===== src/rtl/ufc_pkg.sv =====
`timescale 1ns/1ps
package ufc_pkg;

    typedef enum logic [1:0] {
        TX_FIRED = 2'd0,
        TX_LOW   = 2'd1,
        TX_ABOVE = 2'd2
    } txirq_e;

    function automatic int unsigned trig_chars(input logic [1:0] sel);
        unique case (sel)
            2'b00:   return 1;
            2'b01:   return 4;
            2'b10:   return 8;
            default: return 14;
        endcase
    endfunction

endpackage


===== src/rtl/ufc_fifo.sv =====
`timescale 1ns/1ps
module ufc_fifo #(
    parameter int DATA_W = 8,
    parameter int DEPTH  = 16
) (
    input  logic                         clk,
    input  logic                         rst_n,
    input  logic                         en,
    input  logic                         flush,
    input  logic                         push,
    input  logic [DATA_W-1:0]            wdata,
    input  logic                         pop,
    output logic [DATA_W-1:0]            rdata,
    output logic [$clog2(DEPTH+1)-1:0]   level,
    output logic [$clog2(DEPTH+1)-1:0]   level_nxt,
    output logic                         push_ok,
    output logic                         ovf
);
    localparam int AW = $clog2(DEPTH);
    localparam int CW = $clog2(DEPTH+1);

    logic [DATA_W-1:0] mem [DEPTH];
    logic [AW-1:0]     wp, rp;
    logic [CW-1:0]     cap;
    logic              pop_ok;

    assign cap     = en ? CW'(DEPTH) : CW'(1);
    assign push_ok = push && !flush && (level < cap);
    assign pop_ok  = pop && !flush && (level != '0);

    always_comb begin
        if (flush) begin
            level_nxt = '0;
        end else begin
            unique case ({push_ok, pop_ok})
                2'b10:   level_nxt = level + CW'(1);
                2'b01:   level_nxt = level - CW'(1);
                default: level_nxt = level;
            endcase
        end
    end

    always_ff @(posedge clk or negedge rst_n) begin
        if (!rst_n) begin
            wp    <= '0;
            rp    <= '0;
            level <= '0;
            rdata <= '0;
            ovf   <= 1'b0;
        end else begin
            level <= level_nxt;
            ovf   <= push && !flush && !(level < cap);
            if (flush) begin
                wp <= '0;
                rp <= '0;
            end else begin
                if (push_ok) wp <= wp + AW'(1);
                if (pop_ok) begin
                    rp    <= rp + AW'(1);
                    rdata <= mem[rp];
                end
            end
        end
    end

    always_ff @(posedge clk) begin
        if (push_ok) mem[wp] <= wdata;
    end

    p_level_cap_r7: assert property (@(posedge clk) disable iff (!rst_n)
        level <= CW'(DEPTH));

    p_full_hold_r8: assert property (@(posedge clk) disable iff (!rst_n)
        (push && !pop && !flush && level == cap) |=> ($stable(level) && ovf));

    p_empty_pop_r9: assert property (@(posedge clk) disable iff (!rst_n)
        (pop && !push && !flush && level == '0) |=> ($stable(rdata) && level == '0));

endmodule


===== src/rtl/ufc_txirq.sv =====
`timescale 1ns/1ps
module ufc_txirq #(
    parameter int CW = 5
) (
    input  logic          clk,
    input  logic          rst_n,
    input  logic          flush,
    input  logic          push_ok,
    input  logic [CW-1:0] lvl_nxt,
    input  logic [CW-1:0] trig,
    output logic          irq
);
    import ufc_pkg::*;

    txirq_e state, state_nxt;

    always_comb begin
        state_nxt = state;
        if (flush) begin
            state_nxt = TX_FIRED;
        end else begin
            unique case (state)
                TX_FIRED: if (push_ok)
                              state_nxt = (lvl_nxt > trig) ? TX_ABOVE : TX_LOW;
                TX_LOW:   if (lvl_nxt == '0)
                              state_nxt = TX_FIRED;
                          else if (push_ok && lvl_nxt > trig)
                              state_nxt = TX_ABOVE;
                TX_ABOVE: if (lvl_nxt < trig)
                              state_nxt = TX_FIRED;
                default:  state_nxt = TX_FIRED;
            endcase
        end
    end

    always_ff @(posedge clk or negedge rst_n) begin
        if (!rst_n) state <= TX_FIRED;
        else        state <= state_nxt;
    end

    always_comb begin
        irq = (state == TX_FIRED);
    end

    p_empty_fire_r12: assert property (@(posedge clk) disable iff (!rst_n)
        (state == TX_LOW && !flush && lvl_nxt == '0) |=> irq);

    p_cross_fire_r11: assert property (@(posedge clk) disable iff (!rst_n)
        (state == TX_ABOVE && !flush && lvl_nxt < trig) |=> irq);

    p_write_clear_r13: assert property (@(posedge clk) disable iff (!rst_n)
        (state == TX_FIRED && !flush && push_ok) |=> !irq);

endmodule


===== src/rtl/uart_fifo_ctl.sv =====
`timescale 1ns/1ps
module uart_fifo_ctl #(
    parameter int DATA_W = 8,
    parameter int DEPTH  = 16
) (
    input  logic                       clk,
    input  logic                       rst_n,
    input  logic                       cfg_we,
    input  logic [7:0]                 cfg_wdata,
    output logic [7:0]                 ctl_q,
    input  logic                       host_wr,
    input  logic [DATA_W-1:0]          host_wdata,
    input  logic                       host_rd,
    output logic [DATA_W-1:0]          host_rdata,
    input  logic                       tx_pop,
    output logic [DATA_W-1:0]          tx_data,
    input  logic                       rx_push,
    input  logic [DATA_W-1:0]          rx_data,
    output logic [$clog2(DEPTH+1)-1:0] tx_level,
    output logic [$clog2(DEPTH+1)-1:0] rx_level,
    output logic                       tx_ovf,
    output logic                       rx_ovf,
    output logic                       rx_irq,
    output logic                       tx_irq
);
    import ufc_pkg::*;
    localparam int CW = $clog2(DEPTH+1);

    logic          fifo_en, mode_flag;
    logic [1:0]    rx_sel, tx_sel;
    logic          tx_flush, rx_flush;
    logic [CW-1:0] rx_trig, tx_trig, tx_lvl_nxt, rx_lvl_nxt;
    logic          tx_push_ok, rx_push_ok;

    always_ff @(posedge clk or negedge rst_n) begin
        if (!rst_n) begin
            fifo_en   <= 1'b0;
            mode_flag <= 1'b0;
            rx_sel    <= 2'b00;
            tx_sel    <= 2'b00;
        end else if (cfg_we) begin
            fifo_en <= cfg_wdata[0];
            if (cfg_wdata[0]) begin
                rx_sel    <= cfg_wdata[7:6];
                tx_sel    <= cfg_wdata[5:4];
                mode_flag <= cfg_wdata[3];
            end
        end
    end

    assign tx_flush = cfg_we && cfg_wdata[0] && cfg_wdata[2];
    assign rx_flush = cfg_we && cfg_wdata[0] && cfg_wdata[1];
    assign ctl_q    = {rx_sel, tx_sel, mode_flag, 2'b00, fifo_en};
    assign rx_trig  = fifo_en ? CW'(trig_chars(rx_sel)) : CW'(1);
    assign tx_trig  = fifo_en ? CW'(trig_chars(tx_sel)) : CW'(1);

    ufc_fifo #(.DATA_W(DATA_W), .DEPTH(DEPTH)) u_txq (
        .clk(clk), .rst_n(rst_n), .en(fifo_en), .flush(tx_flush),
        .push(host_wr), .wdata(host_wdata), .pop(tx_pop), .rdata(tx_data),
        .level(tx_level), .level_nxt(tx_lvl_nxt), .push_ok(tx_push_ok), .ovf(tx_ovf)
    );

    ufc_fifo #(.DATA_W(DATA_W), .DEPTH(DEPTH)) u_rxq (
        .clk(clk), .rst_n(rst_n), .en(fifo_en), .flush(rx_flush),
        .push(rx_push), .wdata(rx_data), .pop(host_rd), .rdata(host_rdata),
        .level(rx_level), .level_nxt(rx_lvl_nxt), .push_ok(rx_push_ok), .ovf(rx_ovf)
    );

    ufc_txirq #(.CW(CW)) u_txirq (
        .clk(clk), .rst_n(rst_n), .flush(tx_flush), .push_ok(tx_push_ok),
        .lvl_nxt(tx_lvl_nxt), .trig(tx_trig), .irq(tx_irq)
    );

    assign rx_irq = (rx_level >= rx_trig);

    p_txflush_r4: assert property (@(posedge clk) disable iff (!rst_n)
        (cfg_we && cfg_wdata[0] && cfg_wdata[2]) |=> (tx_level == '0 && tx_irq));

    p_rxflush_r5: assert property (@(posedge clk) disable iff (!rst_n)
        (cfg_we && cfg_wdata[0] && cfg_wdata[1]) |=> (rx_level == '0));

    p_disable_keep_r3: assert property (@(posedge clk) disable iff (!rst_n)
        (cfg_we && !cfg_wdata[0]) |=> (ctl_q[7:3] == $past(ctl_q[7:3]) && !ctl_q[0]));

    p_rx_irq_nonempty_r10: assert property (@(posedge clk) disable iff (!rst_n)
        rx_irq |-> (rx_level != '0));

    p_disabled_cap_r7: assert property (@(posedge clk) disable iff (!rst_n)
        (!fifo_en && !cfg_we && rx_level <= CW'(1)) |=> (rx_level <= CW'(1)));

endmodule


===== config.mk =====
export PLATFORM = sky130hd
export DESIGN_NAME = uart_fifo_ctl
export DESIGN_NICKNAME = d
export VERILOG_FILES = /design/src/rtl/ufc_pkg.sv /design/src/rtl/ufc_fifo.sv /design/src/rtl/ufc_txirq.sv /design/src/rtl/uart_fifo_ctl.sv
export SDC_FILE = /design/constraint.sdc
export NUM_CORES = 1
export LEC_CHECK = 0
export BUFFER_PORTS_ARGS = -buffer_cell sky130_fd_sc_hd__buf_2
export CAP_MARGIN = 10
export CORE_ASPECT_RATIO = 0.7
export CORE_MARGIN = 2
export CORE_UTILIZATION = 46
export DETAILED_ROUTE_END_ITERATION = 10
export GPL_ROUTABILITY_DRIVEN = 0
export GPL_TIMING_DRIVEN = 0
export PLACE_DENSITY = 0.74
export SYNTH_ARGS = -nofsm -noshare
export SYNTH_HDL_FRONTEND = slang
export SYNTH_SLANG_ARGS = --single-unit

===== constraint.sdc =====
create_clock -name clk -period 4.66 [get_ports clk]
set_input_delay 0.233 -clock clk [delete_from_list [all_inputs] [get_ports clk]]
set_output_delay 0.233 -clock clk [all_outputs]
set_load 0.02 [all_outputs]

* Yosys cells after proc, flatten, opt, wreduce, memory -nomap -nowiden
Memories as Yosys holds them, arrays and structs flattened. A register that Yosys moved wholly into a read port is not among the register bits.
Index checks and enable logic that the tools add are counted.
Widths: inputs -> output; s select.
** Cells by class
- Muxes and demuxes :: 28
- Multiply operators :: 0
- Add/sub/neg operators :: 8
- Bitwise logic cells :: 2
- Shift operators :: 0
- Reduce and logical (&&, ||, !) cells :: 35
- Div/mod/pow operators :: 0
- Equality and inequality tests :: 13
- Order comparisons :: 5
** Operator list (number)
- $mux 4 :: 8
- $mux 5 :: 5
- $pmux 4 s3 :: 2
- $pmux 5 s2 :: 2
- $add 4x1->4 const B :: 4
- $lt 5x5->1 :: 3
- $logic_and 1x1->1 :: 14
- $mux 2 :: 6
- $add 5x1->5 const B :: 2
- $eq 2x1->1 const B :: 5
- $eq 2x2->1 const B :: 5
- $reduce_bool 5->1 :: 2
- $sub 5x1->5 const B :: 2
- $reduce_bool 2->1 :: 4
- $logic_not 1->1 :: 6
- $logic_not 2->1 :: 3
- $pmux 2 s3 :: 1
- $reduce_and 2->1 :: 3
- $ge 5x5->1 :: 1
- $gt 5x5->1 :: 1
- $logic_not 5->1 :: 1
- $mux 1 :: 4
- $ne 4x2->1 const B :: 1
- $ne 3x1->1 const B :: 1
- 4 further kinds :: 5
** Word-level totals
- Memory bits (writable) :: 256
- Memory bits (read-only) :: 0
- Word-level logic and storage cells :: 106
- Output and inout bits :: 38
- Memories :: 2
- Register bits :: 36
- Bits in latches :: 0
- Bits of input ports :: 31
** Memory list
- u_rxq.mem :: depth 16, width 8, read ports 1, clocked after Yosys merged registers in 1, write ports 1, line ufc_fifo.sv:22 : logic [DATA_W-1:0] mem [DEPTH];
- u_txq.mem :: depth 16, width 8, read ports 1, clocked after Yosys merged registers in 1, write ports 1, line ufc_fifo.sv:22

* Logic depth before layout (Yosys ltp)
Gate-level depths: netlist of the first run.
- Word-level depth :: 14
- Gate-level depth with buffers :: 21
- Gate-level depth less buffers :: 19

* Modules after synthesis
From an unflattened synthesis of the first run, not the netlist that was laid out.
** Unflattened totals
- Cell total of the unflattened synthesis :: 751
- Area total of the unflattened synthesis :: 12998.7 sq um
** By module, submodules not included
- ufc_fifo at u_rxq :: area an instance 6208.5 sq um, sequential area each 4394.2 sq um, cells each 341, times used 1
- ufc_fifo at u_txq :: area an instance 6107.1 sq um, sequential area each 4394.2 sq um, cells each 334, times used 1
- uart_fifo_ctl :: area an instance 402.9 sq um, sequential area each 150.1 sq um, cells each 40, times used 1
- ufc_txirq :: area an instance 280.3 sq um, sequential area each 50.0 sq um, cells each 36, times used 1

* Least setup slack after synthesis of the first run
Ideal clock, no wire load.
- Path type :: register to register
- From :: register u_txq.level[2]
- To :: register u_txirq.state[1]
- Required time :: 4.580 ns
- Data arrival time :: 4.548 ns
- Library setup time :: 0.080 ns
- Setup slack :: 0.033 ns
- Stages on the path, launching flop included :: 21
- Path buffers :: 2
- Cells stage by stage :: dfrtp_1 -> buf_2 -> or4_1 -> o21a_1 -> nor3_4 -> inv_1 -> ha_1 -> clkbuf_1 -> xor2_1 -> ha_1 -> a21oi_1 -> xnor2_1 -> nor2_1 -> nor3_1 -> ha_1 -> and4b_1 -> a2111oi_0 -> nor3b_1 -> o32ai_1 -> o31ai_1 -> a2bb2oi_1
** Between the ends
- Longest elaborated chain between the ends :: 10
- Elaborated cells between the ends (all ways) :: 23
- Classes of those cells :: 2 x add/sub; 3 x order compare; 5 x eq/ne; 7 x mux; 6 x reduce/logical
** RTL lines
- start: declaration :: line ufc_fifo.sv:14 : output logic [$clog2(DEPTH+1)-1:0] level,
- start signal: assignment :: line ufc_fifo.sv:51 : level <= level_nxt;
- $lt 5x5->1 / $reduce_bool 5->1 (equally long branches) :: line ufc_fifo.sv:28, ufc_fifo.sv:29
- $logic_and 1x1->1, on equally long branches :: line ufc_fifo.sv:28, ufc_fifo.sv:29
- $eq 2x1->1 / $eq 2x2->1 (equally long branches) :: line ufc_fifo.sv:35 : unique case ({push_ok, pop_ok})
- $pmux 5 s2 * :: line ufc_fifo.sv:35
- $mux 5 * :: line ufc_fifo.sv:32 : if (flush) begin
- via tx_lvl_nxt[2] :: line uart_fifo_ctl.sv:32 : logic [CW-1:0] rx_trig, tx_trig, tx_lvl_nxt, rx_lvl_nxt;
- $gt 5x5->1 :: line ufc_txirq.sv:24, ufc_txirq.sv:27
- $mux 2 :: line ufc_txirq.sv:24 : state_nxt = (lvl_nxt > trig) ? TX_ABOVE : TX_LOW;
- $mux 2 :: line ufc_txirq.sv:23 : TX_FIRED: if (push_ok)
- $pmux 2 s3 :: line ufc_txirq.sv:22 : unique case (state)
- $mux 2 :: line ufc_txirq.sv:19 : if (flush) begin
- end signal: assignment :: line ufc_txirq.sv:38 : else state <= state_nxt;
- end: declaration :: line ufc_txirq.sv:15 : txirq_e state, state_nxt;
The timed path passes the listed nets; every way through them passes the cells marked *. The select of a mux whose other input is x is not followed.
A chain may end at the register's enable or synchronous reset.

* Final worst setup path of the first run
Same ends and word-level chain as after synthesis.

==> results of run 1 <==
-- through the flow --
stage               TNS, ps  hold WS (ps)  power [W]
floorplan                 0         -62.6    0.00555
global placement      -1240           456    0.00630
detailed placement    -1490           457    0.00640
CTS                       0          53.5    0.00878
global route          -23.7          72.1    0.00926
finish                    0          74.2    0.00881
-- worst register-to-register path: cells and delay by family, from the launching register on --
family	cells	cell delay, ps
adder cells (fa/ha/maj)	2	750
AO/OA/AOI/OAI	7	1520
buffers and inverters	2	290
flip-flops	1	380
AND/OR/NAND/NOR	6	1390
-- kinds of logic (layout without fill, tap and decap cells) --
family	count (synthesis)	count (layout)	share of synthesized area, %
flip-flops	308	308	69.5
adder cells (fa/ha/maj)	27	27	2.67
other	1	2	0.0290
XOR/XNOR	16	16	1.08
multiplexers	89	89	14.7
AO/OA/AOI/OAI	56	56	2.99
AND/OR/NAND/NOR	190	190	7.08
buffers and inverters	58	191	1.94
-- layer usage --
metal / global-route usage, % / vias to the layer above / share of wire (%)
li1: - / 3123 / -
met1: 30.7 / 3610 / 48
met2: 26.7 / 270 / 42
met3: 4.03 / 33 / 8.8
met4: 3.20 / 0 / 1.4
met5: 0 / - / 0
-- synth_stat cells (5+ instances only) --
cell type and instances:
sky130_fd_sc_hd__dfrtp_1 52, sky130_fd_sc_hd__nor4_1 5, sky130_fd_sc_hd__ha_1 26, sky130_fd_sc_hd__nor2_1 40
sky130_fd_sc_hd__nand2b_1 6, sky130_fd_sc_hd__inv_1 18, sky130_fd_sc_hd__o21ai_0 13, sky130_fd_sc_hd__xnor2_1 6
sky130_fd_sc_hd__nand3_1 10, sky130_fd_sc_hd__buf_2 5, sky130_fd_sc_hd__clkbuf_1 24, sky130_fd_sc_hd__edfxtp_1 256
sky130_fd_sc_hd__nor3_1 12, sky130_fd_sc_hd__mux4_2 80, sky130_fd_sc_hd__a21oi_1 10, sky130_fd_sc_hd__buf_1 5
sky130_fd_sc_hd__xor2_1 10, sky130_fd_sc_hd__buf_4 5, sky130_fd_sc_hd__nor2b_1 7, sky130_fd_sc_hd__mux2_2 6
sky130_fd_sc_hd__nand2_1 80
-- flip-flops by register name (all words and copies together), names as in the netlist --
signal         flops
u_rxq.rp           4
u_rxq.rdata        8
tx_sel             2
u_rxq.wp           4
mode_flag          1
u_txq.ovf          1
rx_sel             2
u_rxq.ovf          1
u_txq.wp           4
u_rxq.level        5
u_txq.level        5
u_rxq.mem        128
u_txirq.state      2
u_txq.mem        128
u_txq.rp           4
u_txq.rdata        8
fifo_en            1
-- where the power goes --
part / switching [W] / total, W / internal, W
Sequential: 0.000197 / 0.00345 / 0.00326
Combinational: 0.00165 / 0.00299 / 0.00134
Clock: 0.00100 / 0.00236 / 0.00136
Total: 0.00285 / 0.00881 / 0.00596
-- repair_timing --
action	4_1_cts	5_1_grt
gates cloned	0	0
buffers inserted	2	1
pin swaps	2	2
hold buffers	9	0
endpoints found under the hold margin	60	0
gates resized for setup	5	8
setup endpoints to repair	2	2
-- worst paths after layout --
| kind | slack [ps] | depth (start not counted) | from | end |
|---|---|---|---|---|
| min reg2reg | 470 | 2 | u_rxq.rdata[3] | u_rxq.rdata[3] |
| max reg2reg | 240 | 17 | u_txq.level[2] | u_txirq.state[1] |
| min in group asynchronous | 130 | 2 | rst_n | u_txq.rdata[7] |
| max | 240 | 17 | u_txq.level[2] | u_txirq.state[1] |
| min | 70 | 1 | rx_data[7] | u_rxq.mem[4][7] |
| max in group asynchronous | 3990 | 3 | rst_n | fifo_en |
-- final cells by class --
type / count / area share [%]
Clock inverter: 19 / 1.33
Sequential cell: 308 / 60.2
Multi-Input combinational cell: 380 / 25.4
Buffer: 35 / 1.10
Timing Repair Buffer: 85 / 3.38
Inverter: 18 / 0.452
Clock buffer: 34 / 4.99
Tap cell: 371 / 3.11
==> out/qor.csv, run 1 <==
metric,value,unit
status,completed,
timing.critical_path.mode_cell,sky130_fd_sc_hd__ha_1,
clock-skew-final,7.78,ps
critPathMaxFanout,10,
finalNetCount,915,
die_w,204,um
io_buffers,66,
viasPerCell,5.63,
hold_violations,0,
post_synth_instance_area,0.0129,mm^2
most_common_library_cell_in_the_layout_ignoring_fill_and_taps,sky130_fd_sc_hd__edfxtp_1,
synth-seq-cells,308,
timing.critical_path.from_type,register,
floorplan.rows,51,
worst-endpoint-required,5120,ps
grt_max_degree,53,
max_slew.worst_pin.slew,1190,ps
final_cells,1250,
drive_gt1_share,27.5,%
crit_type,register to register,
multi_input_area,0.00380,mm^2
die-height,144,um
crit_path_top_delay_cell,sky130_fd_sc_hd__or4_4,
unrepaired_setup_endpoints_after_global_routing,yes,
fin_ws,239,ps
cts.clk_slew.worst_paths,70,ps
postPlaceCellArea,0.0138,mm^2
grt_first_pass_wirelength,41800,um
fmax,226,MHz
antenna_found_initial,0,
globalRouteOverflowTotal,0,
first_iter_violations,681,
clock-sinks,308,
most-common-layout-cells,"256 x sky130_fd_sc_hd__edfxtp_1, 80 x sky130_fd_sc_hd__nand2_1, 80 x sky130_fd_sc_hd__mux4_2",
io-pin-count,69,
crit_arrival,4880,ps
netlist.top_cell.by_area,sky130_fd_sc_hd__edfxtp_1,
synth.lib_cells_used.distinct,61,
cts_buffers,29,
ctsRootBufferMaster,sky130_fd_sc_hd__clkbuf_16,
wirelength,27400,um
post-synth-top-area-fraction,59.5,%
first_pass_iters,5,
timing.max_cap.violations,0,
min_period,4420,ps
ys_warn_count,0,
cts_buffer_depth,3,
netlist_top_cells_area,"sky130_fd_sc_hd__edfxtp_1 59%, sky130_fd_sc_hd__mux4_2 14%, sky130_fd_sc_hd__dfrtp_1 10%",
finalInstanceArea,0.0149,mm^2
synth_sequential_area_ratio,69.5,%
maxSlewHeadroom,20.3,%
initial_standard_cell_utilization_of_the_core,46.7,%
die_ar,0.0295,mm^2
power.leakage,5.27,nW
htreeDepth,1,
slew_violations,0,
tritoncts_clock_tree,yes,
synth_ff_type,sky130_fd_sc_hd__edfxtp_1,
drtAntennaViolNets,0,
routedWlPerCell,21.9,um
area_added_between_synthesis_and_finish,15.5,%
via_count,7036,
worst-path-buf-inv,2,
placeableCoreArea,0.0277,mm^2
combined_flip_flop_and_latch_cell_area,0.00899,mm^2
synth_edf_count,256,
insertion_delay,540,ps
synth_area_per_cell,17.4,um^2
finish.utilization,53.9,%
period_utilisation_layout,94.9,%
worst_ir_drop_vdd,0.000245,V
dpl_worst_slack,-766,ps
power_per_cell_area,590,mW/mm^2
final.fill_count,2158,
worst_setup_path_end_kind,register,
hold_path.class,input pin to register,
syn_inst,745,
place_inst,1189,
crit_path_cell_trace,"buf_2, or4_4, o21a_1, nor3_4, inv_2, ha_1, a211oi_1, o21bai_1, nor2b_1, nor2_1, ha_1, and4b_1, a2111oi_4, nor3b_1, o32ai_1, o31ai_1, a2bb2oi_1",
grt_usage,19.0,%
path_delay_family,compound AO/OA/AOI/OAI gates,
max_stage_delay,550,ps
antenna_cells,0,
finalSetupViolations,0,
synthArstFlopShare,16.9,%
grt_pass1_vias,7018,
detailed_place_hpwl,18600,um
drc,0,
Power figures use the tool's default switching activity.
==> run 2, diff against run 1 <==
PLACE_DENSITY = 0.72   (was 0.74)
SYNTH_HIERARCHICAL = 1   (was unset)
clock period = 4.8 ns   (was 4.66 ns; I/O delays follow)
==> out/qor.csv, run 2 <==
metric,value,unit
clock-skew-final,25.7,ps
finalSetupViolations,0,
placeableCoreArea,0.0278,mm^2
worst_ir_drop_vdd,0.000360,V
ys_warn_count,6,
yosys.area_share.xor_xnor,0.809,%
timing.critical_path.mode_cell,sky130_fd_sc_hd__ha_1,
cts.clk_slew.worst_paths,70,ps
path_delay_family,simple AND/OR/NAND/NOR gates,
most_repeated_cell_in_the_gate_level_netlist_after_synthesis,sky130_fd_sc_hd__edfxtp_1,
syn_inst,751,
post_synth_instance_area,0.0130,mm^2
worst_setup_path_end_kind,register,
insertion_delay,570,ps
power_per_cell_area,564,mW/mm^2
slew_violations,0,
globalRouteOverflowTotal,0,
synth_ff_type,sky130_fd_sc_hd__edfxtp_1,
crit_type,register to register,
grt_max_degree,28,
area_added_between_synthesis_and_finish,15.5,%
cts_buffer_depth,3,
worst-path-buf-inv,2,
synth.lib_cells_used.distinct,56,
place_inst,1199,
min_period,4490,ps
synthArstFlopShare,16.9,%
finish.utilization,54.0,%
detailed_place_hpwl,18400,um
timing.max_cap.violations,0,
internal_power,0.00573,W
floorplan.rows,51,
wirelength,26800,um
crit_path_top_delay_cell,sky130_fd_sc_hd__or4_4,
viasPerCell,5.71,
power_frac_clock,27.8,%
status,completed,
io-pin-count,69,
synth-seq-cells,308,
drc,0,
fmax,223,MHz
netlist_top_cells_area,"sky130_fd_sc_hd__edfxtp_1 59%, sky130_fd_sc_hd__mux4_2 11%, sky130_fd_sc_hd__dfrtp_1 10%",
synth_sequential_area_ratio,69.2,%
maxSlewHeadroom,21.5,%
grt_first_pass_wirelength,41500,um
post-synth-top-area-fraction,59.1,%
finalHoldWorstSlack,60.3,ps
cts_post_setup_buffers_inserted,0,
power.share.switching,32.4,%
max_stage_delay,600,ps
synth_top_family_by_area,multiplexers,
timing.critical_path.from_type,register,
tritoncts_clock_tree,yes,
initial_standard_cell_utilization_of_the_core,46.7,%
finalNetCount,926,
antenna_found_initial,0,
io_buffers,66,
antenna_cells,0,
final_cells,1262,
htreeDepth,1,
die_w,205,um
die_ar,0.0296,mm^2
grt_usage,18.6,%
muxShareOfSynthArea,13.9,%
drtAntennaViolNets,0,
synth-compound-area-share,4.86,%
hold_violations,0,
cts_buffers,29,
synth.top_cells.by_count,"256 x sky130_fd_sc_hd__edfxtp_1, 64 x sky130_fd_sc_hd__mux4_2, 52 x sky130_fd_sc_hd__dfrtp_1, 33 x sky130_fd_sc_hd__nor2_1, 33 x sky130_fd_sc_hd__o22ai_1",
power.leakage,5.19,nW
most-common-layout-cells,"256 x sky130_fd_sc_hd__edfxtp_1, 78 x sky130_fd_sc_hd__buf_2, 64 x sky130_fd_sc_hd__mux4_2",
drive_gt1_share,28.8,%
clock-sinks,308,
ctsRootBufferMaster,sky130_fd_sc_hd__clkbuf_16,
crit_path_cell_trace,"or4_4, o21a_1, buf_2, ha_1, clkbuf_1, xor2_1, ha_1, a21oi_1, or4bb_1, a31oi_1, mux2_2, ha_1, o211ai_1, a21oi_2, o211ai_1, and3_1",
first_iter_violations,807,
netlist.top_cell.by_area,sky130_fd_sc_hd__edfxtp_1,
die-height,145,um
power_switching,0.00274,W
routedWlPerCell,21.2,um
max_slew.worst_pin.slew,1170,ps
reg.largest.list,"u_rxq/mem (128), u_txq/mem (128)",
synth_adder_area_share,2.60,%
period_utilisation_layout,93.5,%
hold_path.class,input pin to register,
worst-endpoint-required,5260,ps
p_seq_share,40.0,%
most_common_library_cell_in_the_layout_ignoring_fill_and_taps,sky130_fd_sc_hd__edfxtp_1,
post_synth_and_or_nand_nor_area_fraction,6.42,%
proportion_of_power_drawn_by_combinational_gates,32.2,%
via_count,7207,
synth_area_per_cell,17.3,um^2
grt_pass1_vias,7093,
crit_arrival,4950,ps
synth_edf_count,256,
critPathMaxFanout,11,
first_pass_iters,5,
run 2: cell types whose count changed after synthesis, sizes merged, moves of 8 or more:
cell,delta
a21oi,+17
mux2,+20
mux4,-16
nand2b,+8
o22ai,+33
nand2,-69
run 2: cells by family after synthesis:
kind of cell / Yosys count
multiplexers: 97
AO/OA/AOI/OAI: 101
other: 1
AND/OR/NAND/NOR: 139
adder cells (fa/ha/maj): 27
buffers and inverters: 66
XOR/XNOR: 12
flip-flops: 308
run 2: per-stage QoR:
step	power (W)	TNS, ps	worst slack [ps]	instance area [um^2]
after floorplan	0.00536	0	443	13000
after global placement	0.00606	0	66.9	13800
after detailed placement	0.00615	-249	-130	13900
after CTS	0.00851	0	44.2	15000
after global routing	0.00891	-3.81	-3.81	15000
final	0.00847	0	313	15000
run 2: worst reg2reg max path: stages, from the launching register on:
cell and delay [ps]:
sky130_fd_sc_hd__dfrtp_1 480, sky130_fd_sc_hd__or4_4 600, sky130_fd_sc_hd__o21a_1 240, sky130_fd_sc_hd__buf_2 230, sky130_fd_sc_hd__ha_1 230, sky130_fd_sc_hd__clkbuf_1 190, sky130_fd_sc_hd__xor2_1 180, sky130_fd_sc_hd__ha_1 150
sky130_fd_sc_hd__a21oi_1 70, sky130_fd_sc_hd__or4bb_1 500, sky130_fd_sc_hd__a31oi_1 210, sky130_fd_sc_hd__mux2_2 390, sky130_fd_sc_hd__ha_1 330, sky130_fd_sc_hd__o211ai_1 110, sky130_fd_sc_hd__a21oi_2 170, sky130_fd_sc_hd__o211ai_1 140
sky130_fd_sc_hd__and3_1 160
run 2: power by group through the flow:
| stage | clock (W) | combinational (W) | sequential (W) |
|---|---|---|---|
| 3_5_place_dp | 0 | 0.00270 | 0.00344 |
| 4_1_cts | 0.00240 | 0.00272 | 0.00339 |
| 2_1_floorplan | 0 | 0.00185 | 0.00352 |
| 5_1_grt | 0.00251 | 0.00297 | 0.00342 |
| 3_3_place_gp | 0 | 0.00262 | 0.00344 |
| 6_report | 0.00235 | 0.00272 | 0.00339 |
run 2: what timing repair did:
action	in CTS	in global routing
hold endpoints to repair	33	0
endpoints found under the setup margin	2	2
gates resized for setup	1	6
hold buffers	9	0
cloned	0	0
run 2: per-layer routing:
metal  up-vias  wire [um]  GRT usage [%]
met1      3716      12800           29.0
met5         -          0              0
li1       3222          -              -
met4         0        419           3.94
met3        34       1960           3.97
met2       235      11500           27.0
run 2: final cells by class:
class / count / area [um^2]
Multi-Input combinational cell: 379 / 3790
Tap cell: 371 / 464
Fill cell: 2237 / 12800
Buffer: 44 / 211
Timing Repair Buffer: 84 / 495
Sequential cell: 308 / 8990
Clock inverter: 23 / 240
Inverter: 22 / 82.6
Clock buffer: 31 / 743
run 2: worst paths after layout:
path,slack (ps),cells past startpoint,endpoint,start
worst max-delay path,310,16,u_txirq/state[0],u_txq/level[2]
min in group asynchronous,250,2,u_txq/level[0],rst_n
worst max register to register,310,16,u_txirq/state[0],u_txq/level[2]
worst min register to register,530,1,mode_flag,mode_flag
max in group asynchronous,3950,3,u_rxq/rdata[5],rst_n
worst min-delay path,60,1,u_rxq/mem[7][0],rx_data[0]
